$ cat src/rtl/sched_pkg.sv
package sched_pkg;
    localparam int unsigned DEF_NTHR  = 4;
    localparam int unsigned DEF_SLOTS = 16;

    typedef enum logic {
        MODE_SOFT = 1'b0,
        MODE_HARD = 1'b1
    } thr_mode_e;
endpackage

$ cat src/rtl/sched_slot_table.sv
module sched_slot_table #(
    parameter int unsigned SLOTS = 16,
    parameter int unsigned TID_W = 2,
    localparam int unsigned SLOT_W = $clog2(SLOTS)
) (
    input  logic              clk,
    input  logic              rst_n,
    input  logic              we,
    input  logic [SLOT_W-1:0] waddr,
    input  logic              wvld,
    input  logic [TID_W-1:0]  wtid,
    input  logic [SLOT_W-1:0] raddr,
    output logic              rvld,
    output logic [TID_W-1:0]  rtid
);
    localparam int unsigned ENT_W = TID_W + 1;

    logic [SLOTS-1:0][ENT_W-1:0] tab_d, tab_q;

    always_comb begin
        tab_d = tab_q;
        if (we) tab_d[waddr] = {wvld, wtid};
    end

    always_ff @(posedge clk or negedge rst_n) begin
        if (!rst_n) tab_q <= '0;
        else        tab_q <= tab_d;
    end

    assign rvld = tab_q[raddr][TID_W];
    assign rtid = tab_q[raddr][TID_W-1:0];

    // the table only changes when a write is accepted
    a_r10_table_frozen: assert property (@(posedge clk) disable iff (!rst_n)
        !we |=> $stable(tab_q));
endmodule

$ cat src/rtl/sched_rr_pick.sv
module sched_rr_pick #(
    parameter int unsigned NTHR  = 4,
    localparam int unsigned TID_W = $clog2(NTHR)
) (
    input  logic             clk,
    input  logic             rst_n,
    input  logic             restart,
    input  logic [NTHR-1:0]  req,
    input  logic             take,
    output logic             gnt_vld,
    output logic [TID_W-1:0] gnt_id
);
    logic [TID_W-1:0] ptr_d, ptr_q;

    always_comb begin
        gnt_vld = 1'b0;
        gnt_id  = ptr_q;
        for (int k = 1; k <= int'(NTHR); k++) begin
            int unsigned j;
            j = (int'(ptr_q) + k) % NTHR;
            if (!gnt_vld && req[j]) begin
                gnt_vld = 1'b1;
                gnt_id  = TID_W'(j);
            end
        end
    end

    always_comb begin
        ptr_d = ptr_q;
        if (restart)                ptr_d = TID_W'(NTHR - 1);
        else if (take && gnt_vld)   ptr_d = gnt_id;
    end

    always_ff @(posedge clk or negedge rst_n) begin
        if (!rst_n) ptr_q <= TID_W'(NTHR - 1);
        else        ptr_q <= ptr_d;
    end

    // pointer holds unless a round-robin grant is taken
    a_r11_ptr_hold: assert property (@(posedge clk) disable iff (!rst_n)
        (!restart && !(take && gnt_vld)) |=> $stable(ptr_q));
    // a grant always lands on a requester
    a_r5_grant_req: assert property (@(posedge clk) disable iff (!rst_n)
        gnt_vld |-> req[gnt_id]);
endmodule

$ cat src/rtl/sched_wait_track.sv
module sched_wait_track #(
    parameter int unsigned NTHR = 4
) (
    input  logic            clk,
    input  logic            rst_n,
    input  logic [NTHR-1:0] sleep_req,
    input  logic [NTHR-1:0] wake_req,
    output logic [NTHR-1:0] parked
);
    logic [NTHR-1:0] park_d, park_q;

    always_comb begin
        park_d = (park_q | sleep_req) & ~wake_req;
    end

    always_ff @(posedge clk or negedge rst_n) begin
        if (!rst_n) park_q <= '0;
        else        park_q <= park_d;
    end

    assign parked = park_q;

    for (genvar i = 0; i < int'(NTHR); i++) begin : g_chk
        // a wake request always releases the thread, even with a sleep request
        a_r7_wake_clears: assert property (@(posedge clk) disable iff (!rst_n)
            wake_req[i] |=> !park_q[i]);
        a_r7_sleep_sets: assert property (@(posedge clk) disable iff (!rst_n)
            (sleep_req[i] && !wake_req[i]) |=> park_q[i]);
    end
endmodule

$ cat src/rtl/mt_dispatch_sched.sv
module mt_dispatch_sched #(
    parameter int unsigned NTHR  = sched_pkg::DEF_NTHR,
    parameter int unsigned SLOTS = sched_pkg::DEF_SLOTS,
    localparam int unsigned TID_W  = $clog2(NTHR),
    localparam int unsigned SLOT_W = $clog2(SLOTS)
) (
    input  logic              clk,
    input  logic              rst_n,
    input  logic              cfg_mode,
    input  logic              tbl_we,
    input  logic [SLOT_W-1:0] tbl_addr,
    input  logic              tbl_own_vld,
    input  logic [TID_W-1:0]  tbl_own_tid,
    input  logic [NTHR-1:0]   thr_hard,
    input  logic [NTHR-1:0]   thr_active,
    input  logic [NTHR-1:0]   thr_stall,
    input  logic [NTHR-1:0]   sleep_req,
    input  logic [NTHR-1:0]   wake_req,
    output logic              disp_valid,
    output logic [TID_W-1:0]  disp_tid,
    output logic [NTHR-1:0]   disp_onehot
);
    import sched_pkg::*;

    typedef struct packed {
        logic [SLOT_W-1:0] slot;
    } st_t;

    st_t st_d, st_q;

    logic             slot_vld;
    logic [TID_W-1:0] slot_tid;
    logic [NTHR-1:0]  parked;
    logic [NTHR-1:0]  elig;
    logic [NTHR-1:0]  soft_req;
    logic             own_hit;
    logic             rr_take;
    logic             rr_vld;
    logic [TID_W-1:0] rr_id;

    sched_slot_table #(.SLOTS(SLOTS), .TID_W(TID_W)) u_tab (
        .clk   (clk),
        .rst_n (rst_n),
        .we    (tbl_we & cfg_mode),
        .waddr (tbl_addr),
        .wvld  (tbl_own_vld),
        .wtid  (tbl_own_tid),
        .raddr (st_q.slot),
        .rvld  (slot_vld),
        .rtid  (slot_tid)
    );

    sched_wait_track #(.NTHR(NTHR)) u_wait (
        .clk       (clk),
        .rst_n     (rst_n),
        .sleep_req (sleep_req),
        .wake_req  (wake_req),
        .parked    (parked)
    );

    sched_rr_pick #(.NTHR(NTHR)) u_rr (
        .clk     (clk),
        .rst_n   (rst_n),
        .restart (cfg_mode),
        .req     (soft_req),
        .take    (rr_take),
        .gnt_vld (rr_vld),
        .gnt_id  (rr_id)
    );

    always_comb begin
        elig     = thr_active & ~thr_stall & ~parked;
        soft_req = '0;
        for (int t = 0; t < int'(NTHR); t++) begin
            soft_req[t] = elig[t] && (thr_mode_e'(thr_hard[t]) == MODE_SOFT);
        end
        own_hit     = !cfg_mode && slot_vld && elig[slot_tid];
        rr_take     = !cfg_mode && !own_hit;
        disp_valid  = !cfg_mode && (own_hit || rr_vld);
        disp_tid    = own_hit ? slot_tid : rr_id;
        disp_onehot = '0;
        if (disp_valid) disp_onehot[disp_tid] = 1'b1;

        st_d = st_q;
        if (cfg_mode) st_d.slot = '0;
        else          st_d.slot = st_q.slot + 1'b1;
    end

    always_ff @(posedge clk or negedge rst_n) begin
        if (!rst_n) st_q <= '0;
        else        st_q <= st_d;
    end

    // one thread at most, one-hot consistent with the index
    a_r2_onehot: assert property (@(posedge clk) disable iff (!rst_n)
        disp_valid |-> ($onehot(disp_onehot) && disp_onehot[disp_tid]));
    a_r2_idle_zero: assert property (@(posedge clk) disable iff (!rst_n)
        !disp_valid |-> (disp_onehot == '0));
    // configuration blocks dispatch and rewinds the counter
    a_r10_cfg_idle: assert property (@(posedge clk) disable iff (!rst_n)
        cfg_mode |-> !disp_valid);
    a_r10_count_step: assert property (@(posedge clk) disable iff (!rst_n)
        !cfg_mode |=> (st_q.slot == SLOT_W'($past(st_q.slot) + 1'b1)));
    // a hard thread issues only in a slot it owns
    a_r6_hard_owned: assert property (@(posedge clk) disable iff (!rst_n)
        (disp_valid && thr_hard[disp_tid]) |-> (slot_vld && slot_tid == disp_tid));
    // only eligible, unparked threads issue
    a_r12_eligible: assert property (@(posedge clk) disable iff (!rst_n)
        disp_valid |-> (thr_active[disp_tid] && !thr_stall[disp_tid]));
    a_r7_not_parked: assert property (@(posedge clk) disable iff (!rst_n)
        disp_valid |-> !parked[disp_tid]);
endmodule

$ cat config.mk
export PLATFORM = sky130hd
export DESIGN_NAME = mt_dispatch_sched
export DESIGN_NICKNAME = d
export VERILOG_FILES = /design/src/rtl/sched_pkg.sv /design/src/rtl/sched_slot_table.sv /design/src/rtl/sched_rr_pick.sv /design/src/rtl/sched_wait_track.sv /design/src/rtl/mt_dispatch_sched.sv
export SDC_FILE = /design/constraint.sdc
export NUM_CORES = 1
export LEC_CHECK = 0
export CORE_ASPECT_RATIO = 0.75
export CORE_UTILIZATION = 52
export CTS_BUF_LIST = sky130_fd_sc_hd__clkbuf_2
export DETAILED_ROUTE_END_ITERATION = 12
export PLACE_DENSITY = 0.79
export SYNTH_ARGS = -nofsm -noshare
export SYNTH_HDL_FRONTEND = slang
export SYNTH_SLANG_ARGS = --single-unit
$ cat constraint.sdc
create_clock -name clk -period 2.73 [get_ports clk]
set_clock_uncertainty 0.15 [all_clocks]
set_input_delay 0.4095 -clock clk [delete_from_list [all_inputs] [get_ports clk]]
set_output_delay 0.4095 -clock clk [all_outputs]
set_load 0.02 [all_outputs]
After elaboration in Yosys (flattened, before gate mapping)
Index checks and enable logic that the tools add are counted.

Output and inout bits: 7. Logic and storage cells: 97. Input port bits: 31. Register bits after elaboration: 58.

Mux-type cells: 30. $add $sub $neg: 5. Bitwise operators: 12. Reduce and logical (&&, ||, !) cells: 21. Order comparisons: 10.

Operators with widths (count): $bwmux W48 (1); $lt A2 B3 Y1 const B (6); $logic_and A1 B1 Y1 (14); $mux W2 (7); $and A4 B4 Y4 (3); $bmux W3 S4 (1); $demux W3 S4 (1); $not A4 Y4 (3); $bmux W1 S2 (5); $lt A4 B5 Y1 const B (2); $mux W1 (10); $mux W4 (2); $mux W3 (2); $logic_not A1 Y1 (5); $add A2 B1 Y2 const B (2); $add A2 B2 Y2 const B (2); $add A4 B1 Y4 const B (1); $ge A4 B1 Y1 const B (1); $not A1 Y1 (4); $or A4 B4 Y4 (1); $demux W1 S2 (1); $ge A2 B1 Y1 const B (1); $reduce_bool A2 Y1 (1); $and A1 B1 Y1 (1); $logic_or A1 B1 Y1 (1).

Depth between registers and ports, before layout
Gate-level depths: netlist (run 1).

Word-level depth: 22. Mapped depth: 9. Gate-level depth less buffers: 7.

Modules after synthesis
A second synthesis (run 1) with hierarchy kept.

Cells, all modules: 238. Area total of the unflattened synthesis: 3094.2 µm².

By module, submodules not included: sched_slot_table (area an instance 2283.4 µm², instances 1, sequential area each 1201.2 µm², cells an instance 154); mt_dispatch_sched (area an instance 452.9 µm², instances 1, sequential area each 100.1 µm², cells an instance 53); sched_rr_pick (area an instance 217.7 µm², instances 1, sequential area each 52.6 µm², cells an instance 23); sched_wait_track (area an instance 140.1 µm², instances 1, sequential area each 100.1 µm², cells an instance 8).

Least setup slack after synthesis (run 1)
OpenSTA, ideal clock, no wires.

Path type: register to output. From: register st_q[1] in the netlist's numbering. To: output disp_onehot[2]. Setup slack: -297 ps. Path buffers: 1. Stages on the path, launching flop included: 9. Data arrival time: 2467 ps. Required time: 2171 ps. Cells stage by stage: dfrtp_1 buf_2 and2_1 a221oi_1 o21ai_0 nand2_2 mux4_2 nand2_4 mux2i_1.

Cells in the longest elaborated chain, start to end: 11. Elaborated cells between the ends (all ways): 15. Classes of those cells: order compare: 2; mux: 8; reduce/logical: 5.

RTL lines: start, declared (line mt_dispatch_sched.sv:29) `st_t st_d, st_q;`; start signal, assigned (line mt_dispatch_sched.sv:91) `else st_q <= st_d;`; $bmux W3 S4 * (line sched_slot_table.sv:30, sched_slot_table.sv:31); $mux W3 (implied by the code) * (line sched_slot_table.sv:30) `assign rvld = tab_q[raddr][TID_W];`; $bmux W1 S2 (line mt_dispatch_sched.sv:77) `own_hit = !cfg_mode && slot_vld && elig[slot_tid];`; $mux W1 (implied by the code) (line mt_dispatch_sched.sv:77); $logic_and A1 B1 Y1 (line mt_dispatch_sched.sv:77); $mux W2 (line mt_dispatch_sched.sv:80) `disp_tid = own_hit ? slot_tid : rr_id;`; $lt A2 B3 Y1 (implied by the code) / $ge A2 B1 Y1 (equally long branches) (line mt_dispatch_sched.sv:82) `if (disp_valid) disp_onehot[disp_tid] = 1'b1;`; $logic_and A1 B1 Y1 (implied by the code) (line mt_dispatch_sched.sv:82); $mux W1 (implied by the code) (line mt_dispatch_sched.sv:82); $demux W1 S2 (line mt_dispatch_sched.sv:82); $mux W4 * (line mt_dispatch_sched.sv:82); end, declared (line mt_dispatch_sched.sv:21) `output logic [NTHR-1:0] disp_onehot`.

Mark *: on every way between the ends. The rest lies on a longest branch, timed or not. The select of a mux whose other input is x is not followed.

Worst setup path after layout (run 1)
From: register st_q[0] in the netlist's numbering. To: output disp_onehot[0].

Same word-level chain as after synthesis.

==> impl_results.md, run 1 <==
* Dpl cells at 369
* Die width at 89.3 um
* Worst Slack Setup Final at -972 ps
* Most common library cells after synthesis: dfrtp_1 (56), mux2_2 (51), nor2_1 (28)
* Drt via density at 5.72
* # H-tree levels at 3
* Slew headroom at 50.5%
* Synth top area cells: dfrtp_1 (47%), mux2_2 (19%), mux4_2 (5.3%), mux2i_1 (3.7%), nor2_1 (3.5%)
* Diodes inserted at 0
* Full die area at 0.00603 mm2
* Xor and xnor area share after synthesis at 0.589%
* Complex-gate fraction of the synthesized area at 4.88%
* Final Setup Violations at 7
* Failing checks: negative setup slack
* # fillers at 368
* Synth async-reset ratio at 100%
* Final Wtd Congestion at 0.815
* Clock Latency Late Sink at 500 ps
* Synth Flop Type: dfrtp_1
* Wirelength per Cell at 18.2 um
* Final cell count without fillers at 398
* GR Util All Layers at 26.5%
* Netlist cell types at 43
* DRT antenna net count at 0
* Router iterations before antenna repair at 5
* 1st-iter DRT viols at 121
* TritonCTS buffer count at 9
* Crit Path Max Fanout at 6
* Wire length of the first global-routing pass at 11,200 um
* Setup slack, reg-to-reg at 30 ps
* Synth top area share at 47.1%
* Final nets at 350
* Vias in the first global route at 2,176
* Top Ports at 38
* Hold_ws at 257 ps
* Final Cycle Share at 136%
* Die Ht at 67.5 um
* Period minus WS final at 3700 ps
* Port Buf Inserts at 37
* Max-slew violation count at 0
* Synthesized net count at 265
* Number of synthesized flops with an enable pin at 0
* Site Rows at 23
* Crit start category: flip-flop
* MaxCap Viol Count at 0
* RSZ-0062 raised after global routing: yes
* Crit path DAT at 3140 ps
* Mapped Cells at 233
* Drt drc at 0
* Clk slew on worst S/H paths at 180 ps
* Worst-Margin Slew at 742 ps
* Grt total ovfl at 0
* Core ar. at 0.00544 mm2
* Yosys warning count at 0
* Layout cell share with drive strength beyond 1 at 45.8%
* Largest net degree at the start of global routing at 59
* Final hold viol count at 0
* Adder-cell share of the synthesized area at 0.421%
* CTS Sinks at 58
* Routed via count at 2,276
* Clock root buffer: clkbuf_2
* Post-Synth Simple-Gate Area at 12.6%
* Sequential area share after synthesis at 48.9%
* Syn avg cell area at 12.8 um2
* Mux cell area share after synthesis at 31.0%
* Setup tns final at -6430 ps
* Initial core utilization at 54.7%
* Power Density at 548 mW/mm2
* Final Util at 73.0%
* Worst Hold Class: in -> reg
* CTS tree: built
* Largest family of logic cells by synthesized area: multiplexers
* Initial antenna violation count at 0
* Cell taking the most area after synthesis: dfrtp_1
* Syn-to-layout area delta at 33.5%
* Critical path class: reg -> out
* Critical path required time at 2170 ps
* DP HPWL at 4870 um
* Crit end category: primary output
* CTS max path bufs at 2
* DP Worst Slack at -941 ps
* #FFs+latches synth at 58
* Mapped Area at 0.00298 mm2
* Peak VDD IR at 391 uV
* Leakage power total at 1.77 nW
* Post-Route WL at 7230 um
* Top-count cell post-synth: dfrtp_1
* Fmax at 0.270 GHz
* Run status: finished with violations
through the flow:
stage | power [mW] | instance area [um2]
floorplan | 1.44 | 3040
global placement | 1.63 | 3700
detailed placement | 1.66 | 3700
CTS | 2.15 | 3910
global route | 2.29 | 3970
finish | 2.18 | 3970
state kept, by name, indices dropped and copies added, names as in the netlist:
signal and flops:
u_rr.ptr_q 2, u_wait.parked 4, u_tab.tab_q 48, st_q 4
where the power goes:
group          switching [mW]  internal, mW  total (mW)
registers              0.0809          1.01        1.09
logic                   0.258         0.364       0.622
clock network           0.342         0.125       0.467
worst max-delay path: stages (launching register included):
cell and delay (ps):
dfrtp_1 430, buf_12 150, buf_8 130, buf_6 100, mux4_2 520, mux4_2 470
and2b_2 250, nand2_4 150, mux2_4 320, buf_6 130
logic make-up (layout without fill, tap and decap cells):
group	Yosys count	count (layout)
AO/OA/AOI/OAI	19	19
XOR/XNOR	2	2
adder cells (fa/ha/maj)	1	1
multiplexers	72	72
flip-flops	58	58
buffers and inverters	9	99
AND/OR/NAND/NOR	72	72
cell usage in the layout, fill, tap and decap left out, types with 3 or more instances in the layout:
cell type        Yosys  final
mux2_2              51     49
dfrtp_1             56     56
clkdlybuf4s50_1      0     29
nor2b_1              6      6
mux2i_1             11      7
nor3_1               3      3
o22ai_1              3      3
a221oi_2             0      3
nor3b_1              5      5
buf_6                2      9
buf_4                0     37
nand2b_1             6      6
mux4_2               7      8
clkinv_4             0      3
clkbuf_2             0     10
nand2_1              9      8
nor2_1              28     27
final timing paths:
kind                                    endpoint  cells after the start             start
worst max-delay path              disp_onehot[0]                      9           st_q[0]
worst min-delay path            u_wait.parked[0]                      2       wake_req[0]
worst max register to register     u_rr.ptr_q[1]                      9           st_q[0]
worst min register to register  u_wait.parked[0]                      2  u_wait.parked[0]
max in group asynchronous        u_tab.tab_q[28]                      3             rst_n
min in group asynchronous                st_q[1]                      3             rst_n
timing repair:
item / in CTS / in global routing
setup endpoints to repair: 7 / 9
pin swaps: 9 / 4
hold buffers: 1 / 0
resized for setup: 50 / 7
hold endpoints to repair: 56 / 0
buffers inserted: 9 / 3
layout make-up:
class,instances,area (um2),area share [%]
Clock inverter,6,43.8,1.10
Multi-Input combinational cell,166,1580,39.7
Sequential cell,58,1450,36.6
Clock buffer,10,50.0,1.26
Inverter,2,7.51,0.189
Timing Repair Buffer,81,744,18.7
Tap cell,75,93.8,2.36
routing by layer:
layer,vias up,GRT usage (%),routed length [um]
li1,1042,-,-
met1,1148,36.1,3180
met2,78,41.3,3490
met3,8,9.41,509
met4,0,5.95,50
met5,-,0,0
No activity file was read; power rests on OpenSTA's default activity.
==> inputs of run 2 (changes only) <==
--- a/config.mk
+++ b/config.mk
@@ -9,7 +9,9 @@
 export CORE_UTILIZATION = 52
 export CTS_BUF_LIST = sky130_fd_sc_hd__clkbuf_2
 export DETAILED_ROUTE_END_ITERATION = 12
-export PLACE_DENSITY = 0.79
+export PLACE_DENSITY = 0.78
+export RECOVER_POWER = 100
 export SYNTH_ARGS = -nofsm -noshare
 export SYNTH_HDL_FRONTEND = slang
+export SYNTH_HIERARCHICAL = 1
 export SYNTH_SLANG_ARGS = --single-unit
==> impl_results.md, run 2 <==
* Adder-cell share of the synthesized area at 0.404% (-0.016 points)
* Site Rows at 23 (unchanged)
* Crit end category: primary output
* CTS Sinks at 58 (unchanged)
* Largest Register: u_tab/tab_q
* Worst Slack Setup Final at -786 ps (+186 ps)
* Worst Hold Class: in -> reg
* Vias in the first global route at 2,330 (+7.1%)
* Crit Path Max Fanout at 7 (+1)
* Mux cell area share after synthesis at 27.7% (-3.3 points)
* MaxCap Viol Count at 1 (+1)
* Grt total ovfl at 0 (unchanged)
* Hold path cells at 2 (unchanged)
* Most common library cells after synthesis: dfrtp_1 (56), mux2_2 (48), nor2_1 (16)
* Worst reg-to-reg path cell count at 14 (+5)
* DP HPWL at 5350 um (+9.9%)
* Dpl cells at 389 (+5.4%)
* Final Cycle Share at 129% (-6.8 points)
* Clock Latency Late Sink at 490 ps (about the same)
* Fmax at 0.284 GHz (+5.3%)
* Power Density at 528 mW/mm2 (-3.7%)
* Synth top area share at 45.3% (-1.8 points)
* Min-delay src: sleep_req[2]
* Die width at 91.1 um (+1.9%)
* Final hold viol count at 0 (unchanged)
* Largest net degree at the start of global routing at 29 (-51%)
* Critical path required time at 2170 ps (about the same)
* CTS max path bufs at 2 (unchanged)
* Clock share of power at 23.1% (+1.6 points)
* Clk slew on worst S/H paths at 160 ps (-20 ps)
* Number of synthesized flops with an enable pin at 0 (unchanged)
* Syn-to-layout area delta at 35.1%
* Initial antenna violation count at 0 (unchanged)
* Synth top area cells: dfrtp_1 (45%), mux2_2 (17%), mux4_2 (8.7%), nor2_1 (1.9%), dfstp_2 (1.7%)
* Final cell count without fillers at 412 (+3.5%)
* Die Ht at 68.8 um (+1.9%)
* Complex-gate fraction of the synthesized area at 5.98% (+1.1 points)
* Internal power at 1.57 mW (+5.0%)
* Mapped Cells at 238 (+2.1%)
* Top Ports at 38 (unchanged)
* Layout cell share with drive strength beyond 1 at 50.4% (+4.6 points)
* Synth async-reset ratio at 100% (unchanged)
* Slew headroom at -6.49% (-57 points)
* Final nets at 365 (+4.3%)
* Final Wtd Congestion at 0.850 (+4.2%)
* Peak VDD IR at 365 uV (-6.5%)
* Psw at 0.637 mW (-6.5%)
* Wirelength per Cell at 18.0 um (-0.60%)
* Crit start category: flip-flop
* Netlist cell types at 52 (+21%)
* Setup slack, reg-to-reg at -390 ps (-420 ps)
* Crit path DAT at 2960 ps (-180 ps)
* Run status: finished with violations
* Max reg flops at 48 (unchanged)
* Port Buf Inserts at 37 (unchanged)
* CTS tree: built
* Final Setup Violations at 9 (+2)
* Initial core utilization at 56.0% (+1.3 points)
* FF-to-FF End: u_rr/ptr_q[1]
* Top-count cell post-synth: dfrtp_1
* Syn avg cell area at 13.0 um2 (+1.8%)
* Diodes inserted at 0 (unchanged)
* Core ar. at 0.00553 mm2 (+1.6%)
* Post-Route WL at 7440 um (+2.9%)
* Leakage power total at 1.86 nW (+5.2%)
* Xor and xnor area share after synthesis at 0.566% (-0.023 points)
* Sequential area share after synthesis at 47.0% (-1.9 points)
* Max-slew violation count at 29 (+29)
* Synthesized net count at 270 (+1.9%)
* # H-tree levels at 3 (unchanged)
* Drt drc at 0 (unchanged)
* GR Util All Layers at 25.6% (-0.92 points)
* Worst r2r src: st_q[0]
* Clock root buffer: clkbuf_2
* Sequential share of power at 49.3% (-0.6 points)
* Largest family of logic cells by synthesized area: multiplexers
* Most frequent cells in the layout: dfrtp_1 (55), buf_4 (49), mux2_2 (48)
* Period minus WS final at 3520 ps (-186 ps)
* Routed via count at 2,357 (+3.6%)
* Failing checks: max-capacitance violations, max-slew violations, negative setup slack
* Router iterations before antenna repair at 4 (-1)
* Worst-Margin Slew at 1600 ps (+855 ps)
* Logic pwr share at 27.5% (-1.1 points)
* Critical path class: reg -> out
* DRT antenna net count at 0 (unchanged)
* Mapped Area at 0.00309 mm2 (+4.0%)
* Most common cell after layout, fill and taps aside: dfrtp_1
* Yosys warning count at 6 (+6)
* TritonCTS buffer count at 9 (unchanged)
* #FFs+latches synth at 58 (unchanged)
* Sw Ratio at 28.9% (-2.4 points)
* Synth Flop Type: dfrtp_1
* 1st-iter DRT viols at 141 (+17%)
* Post-Synth Simple-Gate Area at 16.7% (+4.0 points)
* RSZ-0062 raised after global routing: yes
* Wire length of the first global-routing pass at 11,700 um (+4.6%)
* Full die area at 0.00627 mm2 (+3.9%)
* Cell taking the most area after synthesis: dfrtp_1
* Worst hold endpoint: u_wait/parked[2]
* DP Worst Slack at -790 ps (+152 ps)
* Drt via density at 5.72 (about the same)
-- run 2: cell types whose count changed after synthesis, sizes merged, moves of 3 or more --
cell / previous run / this run
nand3: 1 / 9
o21ba: 0 / 4
nor4b: 0 / 5
nor2: 28 / 16
mux2i: 11 / 3
or4: 0 / 3
nand3b: 1 / 5
a21o: 0 / 3
a221oi: 4 / 0
-- run 2: cells by family after synthesis --
| group | Yosys count |
|---|---|
| AND/OR/NAND/NOR | 82 |
| multiplexers | 64 |
| flip-flops | 58 |
| AO/OA/AOI/OAI | 21 |
| buffers and inverters | 10 |
| XOR/XNOR | 2 |
| adder cells (fa/ha/maj) | 1 |
-- run 2: what timing repair did --
action                     4_1_cts  5_1_grt
pin swaps                       10        9
hold endpoints to repair        24        0
setup endpoints to repair        9        9
gates resized for setup         41       19
hold buffers                     1        0
buffers inserted                 4        3
-- run 2: how the worst max path moves through the flow --
stage	startpoint	to	slack (ps)	cells after the start
2_1_floorplan	st_q[0]	disp_tid[0]	-140	9
3_3_place_gp	thr_active[3]	disp_onehot[2]	-720	10
3_5_place_dp	thr_active[3]	disp_onehot[1]	-790	12
4_1_cts	st_q[0]	disp_tid[0]	-810	10
5_1_grt	st_q[0]	disp_tid[0]	-930	10
6_report	st_q[0]	disp_tid[0]	-790	10
-- run 2: layout make-up --
class | count | area [um2]
Multi-Input combinational cell | 170 | 1720
Sequential cell | 58 | 1460
Fill cell | 398 | 1340
Timing Repair Buffer | 93 | 812
Tap cell | 75 | 93.8
Clock buffer | 10 | 50.0
Clock inverter | 5 | 46.3
Inverter | 1 | 3.75
-- run 2: critical path: stages (launching register included) --
cell,delay [ps]
dfrtp_2,510
buf_12,150
mux4_2,490
nand2_1,100
nand3_2,90
buf_6,160
nor4b_4,340
o21ai_4,90
nand2_2,100
mux2_4,300
buf_6,130
-- run 2: power by group through the flow --
stage / clock [mW] / sequential [mW] / combinational (mW)
2_1_floorplan: 0 / 1.07 / 0.355
3_3_place_gp: 0 / 1.09 / 0.549
3_5_place_dp: 0 / 1.10 / 0.564
4_1_cts: 0.526 / 1.09 / 0.586
5_1_grt: 0.557 / 1.11 / 0.648
6_report: 0.510 / 1.09 / 0.607
-- run 2: routing by layer --
layer  vias to the layer above  global-route usage (%)  part of all wire [%]  wire (um)
met5                         -                       0                     0          0
met1                      1194                    33.4                    47       3470
met4                         0                    8.93                   1.7        127
li1                       1088                       -                     -          -
met3                        12                    7.89                   5.2        388
met2                        63                    41.5                    46       3450
-- run 2: metrics by stage --
stage | area (um2) | hold slack, ps | setup TNS [ps] | utilization (%) | power, mW
finish | 4180 | 359 | -5770 | 75.7 | 2.21
global route | 4180 | 326 | -7030 | 75.7 | 2.31
CTS | 4120 | 294 | -5750 | 74.5 | 2.20
detailed placement | 3950 | 332 | -5470 | 71.4 | 1.66
global placement | 3950 | 321 | -5120 | 71.4 | 1.64
floorplan | 3170 | -36.1 | -963 | - | 1.43
